### src/rtl/cswr_pkg.sv
package cswr_pkg;

    localparam logic [7:0] SEQ_WRITE_OP = 8'h02;
    localparam int         ADDR_BITS    = 24;
    localparam int         HEADER_BITS  = 8 + ADDR_BITS;

    typedef enum logic [2:0] {
        ST_IDLE,
        ST_HEADER,
        ST_SEEK_HIGH,
        ST_SEEK_FALL,
        ST_CAPTURE
    } wr_state_t;

    typedef struct packed {
        logic [7:0]           op;
        logic [ADDR_BITS-1:0] addr;
    } header_t;

    function automatic header_t build_header(input logic [ADDR_BITS-1:0] a);
        header_t h;
        h.op   = SEQ_WRITE_OP;
        h.addr = a;
        return h;
    endfunction

endpackage

### src/rtl/cswr_sync.sv
module cswr_sync #(
    parameter int WIDTH  = 1,
    parameter int STAGES = 2
) (
    input  logic             clk,
    input  logic             rst,
    input  logic [WIDTH-1:0] d,
    output logic [WIDTH-1:0] q
);
    logic [STAGES-1:0][WIDTH-1:0] chain;

    always_ff @(posedge clk) begin
        if (rst) begin
            chain <= '0;
        end else begin
            chain[0] <= d;
            for (int s = 1; s < STAGES; s++) begin
                chain[s] <= chain[s-1];
            end
        end
    end

    assign q = chain[STAGES-1];
endmodule

### src/rtl/cswr_header_shifter.sv
module cswr_header_shifter import cswr_pkg::*; #(
    parameter int DIV_HALF = 2
) (
    input  logic                   clk,
    input  logic                   rst,
    input  logic                   load,
    input  logic [HEADER_BITS-1:0] word,
    output logic                   sck_o,
    output logic                   bit_o,
    output logic                   busy,
    output logic                   fin
);
    localparam int DW = (DIV_HALF > 1) ? $clog2(DIV_HALF) : 1;
    localparam int BW = $clog2(HEADER_BITS + 1);
    localparam logic [DW-1:0] DIV_LAST = DW'(DIV_HALF - 1);

    logic [HEADER_BITS-1:0] shreg;
    logic [BW-1:0]          bits_left;
    logic [DW-1:0]          div_cnt;

    always_ff @(posedge clk) begin
        if (rst) begin
            shreg     <= '0;
            bits_left <= '0;
            div_cnt   <= '0;
            sck_o     <= 1'b0;
            busy      <= 1'b0;
            fin       <= 1'b0;
        end else begin
            fin <= 1'b0;
            if (load && !busy) begin
                shreg     <= word;
                bits_left <= BW'(HEADER_BITS);
                div_cnt   <= '0;
                sck_o     <= 1'b0;
                busy      <= 1'b1;
            end else if (busy) begin
                if (div_cnt == DIV_LAST) begin
                    div_cnt <= '0;
                    if (!sck_o) begin
                        sck_o <= 1'b1;
                    end else begin
                        sck_o     <= 1'b0;
                        shreg     <= {shreg[HEADER_BITS-2:0], 1'b0};
                        bits_left <= bits_left - 1'b1;
                        if (bits_left == BW'(1)) begin
                            busy <= 1'b0;
                            fin  <= 1'b1;
                        end
                    end
                end else begin
                    div_cnt <= div_cnt + 1'b1;
                end
            end
        end
    end

    assign bit_o = shreg[HEADER_BITS-1];

    assert_hdr_bit_stable_R3: assert property (@(posedge clk) disable iff (rst)
        $rose(sck_o) |-> $stable(bit_o));

    assert_hdr_idle_low_R3: assert property (@(posedge clk) disable iff (rst)
        !busy |-> !sck_o);

endmodule

### src/rtl/cswr_clk_handover.sv
module cswr_clk_handover (
    input  logic clk,
    input  logic rst,
    input  logic want_cam,
    input  logic int_sck,
    input  logic cam_gck_s,
    output logic sel_cam
);
    always_ff @(posedge clk) begin
        if (rst) begin
            sel_cam <= 1'b0;
        end else if ((want_cam != sel_cam) && !int_sck && !cam_gck_s) begin
            sel_cam <= want_cam;
        end
    end

    assert_switch_quiet_R10: assert property (@(posedge clk) disable iff (rst)
        (sel_cam != $past(sel_cam)) |-> (!$past(int_sck) && !$past(cam_gck_s)));

endmodule

### src/rtl/cam_bitslice_spi_writer.sv
module cam_bitslice_spi_writer import cswr_pkg::*; #(
    parameter int DIV_HALF    = 2,
    parameter int CNT_W       = 20,
    parameter int LANES       = 8,
    parameter int SYNC_STAGES = 2
) (
    input  logic                 clk,
    input  logic                 rst,
    input  logic                 start,
    input  logic [ADDR_BITS-1:0] start_addr,
    input  logic                 cam_vsync,
    input  logic                 cam_href,
    input  logic                 cam_pclk,
    input  logic [LANES-1:0]     cam_data,
    output logic                 spi_cs_n,
    output logic                 spi_sck,
    output logic [LANES-1:0]     spi_mosi,
    output logic                 done,
    output logic [CNT_W-1:0]     byte_count
);
    wr_state_t state;
    logic [1:0] sync_q;
    logic       vs_s, gck_s, gck_prev;
    logic       load, want_cam, sel_cam;
    logic       int_sck, cmd_bit, hdr_busy, hdr_fin;
    header_t    hdr;

    cswr_sync #(.WIDTH(2), .STAGES(SYNC_STAGES)) u_sync (
        .clk (clk),
        .rst (rst),
        .d   ({cam_vsync, cam_pclk & cam_href}),
        .q   (sync_q)
    );
    assign vs_s  = sync_q[1];
    assign gck_s = sync_q[0];

    assign load = (state == ST_IDLE) && start;
    assign hdr  = build_header(start_addr);

    cswr_header_shifter #(.DIV_HALF(DIV_HALF)) u_hdr (
        .clk   (clk),
        .rst   (rst),
        .load  (load),
        .word  (hdr),
        .sck_o (int_sck),
        .bit_o (cmd_bit),
        .busy  (hdr_busy),
        .fin   (hdr_fin)
    );

    assign want_cam = (state == ST_SEEK_FALL) || (state == ST_CAPTURE);

    cswr_clk_handover u_mux (
        .clk       (clk),
        .rst       (rst),
        .want_cam  (want_cam),
        .int_sck   (int_sck),
        .cam_gck_s (gck_s),
        .sel_cam   (sel_cam)
    );

    assign spi_sck  = sel_cam ? (cam_pclk & cam_href) : int_sck;
    assign spi_mosi = sel_cam ? cam_data : {LANES{cmd_bit}};

    always_ff @(posedge clk) begin
        if (rst) begin
            state      <= ST_IDLE;
            spi_cs_n   <= 1'b1;
            done       <= 1'b0;
            byte_count <= '0;
            gck_prev   <= 1'b0;
        end else begin
            done     <= 1'b0;
            gck_prev <= gck_s;
            case (state)
                ST_IDLE: begin
                    if (start) begin
                        spi_cs_n   <= 1'b0;
                        byte_count <= '0;
                        state      <= ST_HEADER;
                    end
                end
                ST_HEADER: begin
                    if (hdr_fin) state <= ST_SEEK_HIGH;
                end
                ST_SEEK_HIGH: begin
                    if (vs_s) state <= ST_SEEK_FALL;
                end
                ST_SEEK_FALL: begin
                    if (!vs_s && sel_cam) state <= ST_CAPTURE;
                end
                ST_CAPTURE: begin
                    if (gck_s && !gck_prev) byte_count <= byte_count + 1'b1;
                    if (vs_s) begin
                        spi_cs_n <= 1'b1;
                        done     <= 1'b1;
                        state    <= ST_IDLE;
                    end
                end
                default: state <= ST_IDLE;
            endcase
        end
    end

    assert_cs_held_R2: assert property (@(posedge clk) disable iff (rst)
        (state != ST_IDLE) |-> !spi_cs_n);

    assert_header_tracked_R3: assert property (@(posedge clk) disable iff (rst)
        (state == ST_HEADER) |-> (hdr_busy || hdr_fin));

    assert_done_pulse_R6: assert property (@(posedge clk) disable iff (rst)
        done |=> !done);

    assert_done_on_vsync_R6: assert property (@(posedge clk) disable iff (rst)
        $rose(done) |-> $past(vs_s));

    assert_count_frozen_R7: assert property (@(posedge clk) disable iff (rst)
        ((state != ST_CAPTURE) && !load) |=> $stable(byte_count));

endmodule

### config.mk
export PLATFORM = sky130hd
export DESIGN_NAME = cam_bitslice_spi_writer
export DESIGN_NICKNAME = d
export VERILOG_FILES = /design/src/rtl/cswr_pkg.sv /design/src/rtl/cswr_sync.sv /design/src/rtl/cswr_header_shifter.sv /design/src/rtl/cswr_clk_handover.sv /design/src/rtl/cam_bitslice_spi_writer.sv
export SDC_FILE = /design/constraint.sdc
export NUM_CORES = 1
export LEC_CHECK = 0
export BUFFER_PORTS_ARGS = -buffer_cell sky130_fd_sc_hd__buf_2
export CORE_ASPECT_RATIO = 2
export CORE_MARGIN = 2
export CORE_UTILIZATION = 53
export CTS_CLUSTER_SIZE = 16
export DETAILED_ROUTE_END_ITERATION = 12
export GPL_TIMING_DRIVEN = 0
export PLACE_DENSITY = 0.84
export SYNTH_ARGS = -nofsm -noshare
export SYNTH_HDL_FRONTEND = slang
export SYNTH_SLANG_ARGS = --single-unit
### constraint.sdc
create_clock -name clk -period 2.5 [get_ports clk]
set_clock_uncertainty 0.2 [all_clocks]
set_input_delay 0.625 -clock clk [delete_from_list [all_inputs] [get_ports clk]]
set_output_delay 0.625 -clock clk [all_outputs]
set_load 0.01 [all_outputs]
* Word level (Yosys, flattened, before mapping) *
Cells that the tools add are included.
W data, S select, Z words.

cells by class
  add/sub/neg operators = 3
  multipliers = 0
  div/mod/pow operators = 0
  order comparisons = 0
  equality and inequality tests = 12
  shift operators = 0
  mux-type cells = 31
  bitwise operators = 5
  reduce and logical (&&, ||, !) cells = 26

operators by type and width
  kind                     number
  $mux W26                 4
  $mux W20                 2
  $pmux W20 S2             1
  $mux W6                  4
  $add A20 B1 Y20 const B  1
  $mux W3                  5
  $pmux W3 S5              1
  $mux W1                  12
  $reduce_and A3 Y1        4
  $ne A2 B1 Y1 const B     5
  $mux W8                  1
  $reduce_bool A2 Y1       4
  $eq A3 B2 Y1 const B     2
  $eq A6 B1 Y1 const B     1
  $logic_and A1 B1 Y1      6
  $sub A6 B1 Y6 const B    1
  $logic_not A1 Y1         5
  $reduce_and A5 Y1        1
  $reduce_or A5 Y1         1
  $not A1 Y1               4
  $reduce_or A2 Y1         2
  $eq A3 B1 Y1 const B     1
  $eq A3 B3 Y1 const B     1
  $logic_not A3 Y1         1
  other kinds (7)          7

word-level totals
  register bits = 73
  bits in latches = 0
  memory bits (writable) = 0
  bits in read-only memories = 0
  input port bits = 38
  output and inout port bits = 31
  logic and storage cells = 93
  memories kept = 0

* Logic depth before layout (Yosys ltp) *
  depth in word-level cells = 6
  gate-level depth with buffers = 7
  gate-level depth less buffers = 6

* By module *
A second synthesis with hierarchy kept.

second synthesis, totals
  cells, all modules = 417
  area, all modules = 3582.2 µm²

modules (own cells, without submodules)
  module                   instances  cells each  area an instance (µm²)  sequential area each (µm²)
  cswr_header_shifter      1          229         2047.0                  840.8
  cam_bitslice_spi_writer  1          174         1376.3                  520.5
  cswr_sync                1          10          120.1                   80.1
  cswr_clk_handover        1          4           38.8                    20.0

* Least setup slack after synthesis *
No wires, ideal clock.

  kind = reg2reg
  start = reg byte_count[5]
  end = reg byte_count[19]
  library setup time = 121 ps
  arrival = 1654 ps
  data required time = 2179 ps
  slack = 525 ps
  stages on the path, launching flop included = 5
  buffers on the path = 0
  period minus slack after synthesis = 1975 ps
  cells stage by stage = dfxtp_1 -> nand4_2 -> or4_4 -> nor4_1 -> mux2_2

between the ends
  longest elaborated chain between the ends = 3

RTL lines
  element                 line                           source
  start, declared         cam_bitslice_spi_writer.sv:19  output logic [CNT_W-1:0] byte_count
  start signal, assigned  cam_bitslice_spi_writer.sv:93  if (gck_s && !gck_prev) byte_count <= byte_count + 1'b1;
  $add A20 B1 Y20         cam_bitslice_spi_writer.sv:93
  $mux W20                cam_bitslice_spi_writer.sv:93
  $pmux W20 S2            cam_bitslice_spi_writer.sv:75  case (state)

Every way passes these cells. The select of a mux whose other input is x is not followed.
A chain may end at the register's enable or synchronous reset.

* Worst setup path after layout *
  start = reg u_mux.sel_cam
  end = out spi_sck

between the ends
  longest elaborated chain between the ends = 1

RTL lines
  element                 line                           source
  start, declared         cswr_clk_handover.sv:7         output logic sel_cam
  start signal, assigned  cswr_clk_handover.sv:13        sel_cam <= want_cam;
  $mux W1                 cam_bitslice_spi_writer.sv:62  assign spi_sck = sel_cam ? (cam_pclk & cam_href) : int_sck;
  end, declared           cam_bitslice_spi_writer.sv:16  output logic spi_sck,

Every way passes these cells.

==> metrics.txt <==
Synth Register Bits=between 70 and 80; wire length per cell=approximately 14 um; setup TNS=0 ns; Levels on crit path=4; GRT Max-Usage Layer=met2; clock slew at reported path FFs=roughly 0.060 ns; number of global-route vias before repair=2937; post-CTS setup buffers=0; Lkg Pwr=roughly 1.5 nW; Sw Pwr=roughly 0.57 mW; Port Buffers=between 60 and 70; CP Max Fanout=10; Core Area=~0.0057 sq mm; GRT overflow=0; fin nets=491; H-Tree Depth=3; Avg Inst Size Synth=about 8.3 sq um; # setup viols final=0; met3 usage=approximately 5.0%; first-pass GRT wire length=12000 um; total number of vias=2948; worst reg2reg path depth=6; Site Rows=39; area grow syn2layout=23.5%; clk buf depth=2; Sequential Power Share=between 40% and 50%; GRT met1 Usage=between 20% and 30%; PD cells=around 710 mW/mm^2; Comb pwr share=under 10%; Post-synth EDFFs=0; Design Power=between 2 and 3 mW; minimum clock period=2.25 ns; Int Pwr=around 2.1 mW; crit path capture=spi_sck; Required @ worst endpoint=1.67 ns; r2r endpoint=byte_count[17]; CTS root buffer=clkbuf_16; GR Layer Usage met2=between 40% and 50%; Max stage delay on crit path=around 0.40 ns; RSZ-0062 raised after global routing=no; Yosys top cell by area=dfxtp_1; Critical Path Slowest Stage Cell=dfxtp_1; Die H=between 100 and 150 um; actual slew at the worst max-slew pin=between 0.6 and 0.7 ns; die area=0.00649 sq mm; initial antenna violation count=0; CTS Buf Count=9; Yosys cell types=43; antenna cells=0; Pre-antenna DRT Iters=4; max_cap viols=0; relative slew slack=58.3%; Crit. End Element=output port; I/O pin count=69; YS warnings=0; Post-CTS Resized=0; top-count cell post-synth=dfxtp_1; layout cells sized above 1=between 20% and 30%; largest net degree at the start of global routing=12; Mapped Cells=371; clock group share of total power=between 40% and 50%; Final ANT Viol Nets=0; dominant synthesized flop cell=dfxtp_1; DP HPWL=around 5200 um; maximum clock frequency=444 MHz; initial drt markers=131; Worst Path Class, Setup=reg -> out; Post-synth top cells=dfxtp_1, nand2_1, a21oi_1; filler instances=470; VDD IR-drop max=between 600 and 700 uV; worst min path class=reg -> reg; Final Hold Violating Endpoints=0; multi-input logic area=~0.0015 sq mm; Reg-to-Reg Start=state[2]; drc violations=0; Syn Std Cell Area=between 0.003 and 0.004 sq mm; ys async rst share=0%; Max Slew Vio Count=0; Starting Density=54.6%; Switching Share=between 20% and 30%; Final GP Congestion=a little over 0.8; critical path arrival=roughly 1.4 ns; outcome=complete, no violations; via/cell ratio=5.71; crit-path cells=clkbuf_1 -> nand3_1 -> o21ai_0 -> buf_2; delay-heaviest family, CP=buffers and inverters; Total GRT Usage=between 20% and 30%; hold_buf cts=0; synth top area cells=dfxtp_1, a21oi_1, nand2_1; DIE WIDTH=a little under 60 um; share of the yosys chip area belonging to registers=47.3%; Final period util=between 90% and 100%; share of the synthesized area in the top cell type=47.3%; CP Launch Type=flop; sequential cell area=0.00146 sq mm; r2r setup slk=roughly 0.31 ns; TritonCTS clock tree=yes; WP buf/inv=2; clock tree sinks=73; total wire length=7090 um; worst-skew pair later-pin latency=about 0.33 ns; Crit. Startpoint=u_mux.sel_cam; synthesized net count=roughly 410
[logic make-up (layout without fill, tap and decap cells)]
family | after synthesis | in the layout | share of synthesized area [%]
flops | 73 | 73 | 47.3
compound gates | 107 | 107 | 21.1
xor+xnor | 9 | 9 | 2.55
buf+inv | 36 | 120 | 5.02
fa+ha+maj | 3 | 3 | 1.22
simple gates | 142 | 142 | 22.4
mux | 1 | 1 | 0.365
[power by group through the flow]
stage	registers (mW)	logic [mW]	clock network, mW
floorplan	1.24	0.104	0
global placement	1.25	0.158	0
detailed placement	1.25	0.164	0
CTS	1.22	0.166	1.33
global route	1.23	0.184	1.38
finish	1.23	0.164	1.31
[worst min path at each step]
stage / start / endpoint / slack, ns / cells after the start
final: u_sync.chain[0] / u_sync.q[0] / 0.24 / 1
after global routing: u_sync.chain[0] / u_sync.q[0] / 0.26 / 1
after CTS: u_sync.chain[0] / u_sync.q[0] / 0.24 / 1
after detailed placement: u_sync.chain[0] / u_sync.q[0] / 0.23 / 1
after global placement: u_sync.chain[0] / u_sync.q[0] / 0.22 / 1
after floorplan: u_sync.chain[0] / u_sync.q[0] / 0.21 / 1
[sequential cells by signal (all words and copies together) (netlist names)]
name / flops
u_hdr.fin: 1
u_hdr.sck_o: 1
u_sync.q: 2
done: 1
byte_count: 20
gck_prev: 1
state: 3
spi_cs_n: 1
u_hdr.bits_left: 6
u_hdr.shreg: 32
u_mux.sel_cam: 1
u_hdr.div_cnt: 1
u_hdr.busy: 1
u_sync.chain: 2
[routing by layer]
metal,share of wire (%),wire length [um]
met1,36,2530
met3,4.0,283
met5,0,0
met2,57,4010
met4,3.6,258
[area by class of cell]
| type | count | area share, % |
|---|---|---|
| multi-input combinational | 262 | 38.6 |
| inverter | 12 | 1.18 |
| clock buffer | 14 | 7.19 |
| timing repair buffer | 68 | 8.92 |
| clock inverter | 2 | 0.919 |
| buffer | 24 | 2.89 |
| tap | 61 | 2.00 |
| sequential | 73 | 38.3 |
[stage by stage]
step	cells	utilization (%)	area [sq um]	worst slack, ns	hold slack, ns
after global routing	516	67.4	3810	0.114	0.256
final	516	67.4	3810	0.246	0.237
after global placement	500	61.9	3500	0.180	0.219
after floorplan	371	-	3090	0.525	0.214
after CTS	516	67.4	3810	0.258	0.237
after detailed placement	500	61.9	3500	0.109	0.227
[cell usage in the layout (no fill, tap or decap), drive strengths merged, types with 10 or more instances in the layout]
| cell type | synthesis | routed |
|---|---|---|
| a21oi | 54 | 54 |
| a22oi | 23 | 23 |
| buf | 10 | 78 |
| clkbuf | 14 | 28 |
| dfxtp | 73 | 73 |
| inv | 12 | 12 |
| nand2 | 70 | 70 |
| nor2 | 18 | 18 |
| o21ai | 11 | 11 |
| or3 | 10 | 10 |
[worst reg2reg max path: stages (launching register included)]
cell and delay (ns):
dfxtp_1 0.30, buf_4 0.16, and2b_1 0.30, o2111ai_1 0.34
buf_2 0.30, or3_1 0.37, a21oi_1 0.16
Power figures use the tool's default switching activity.
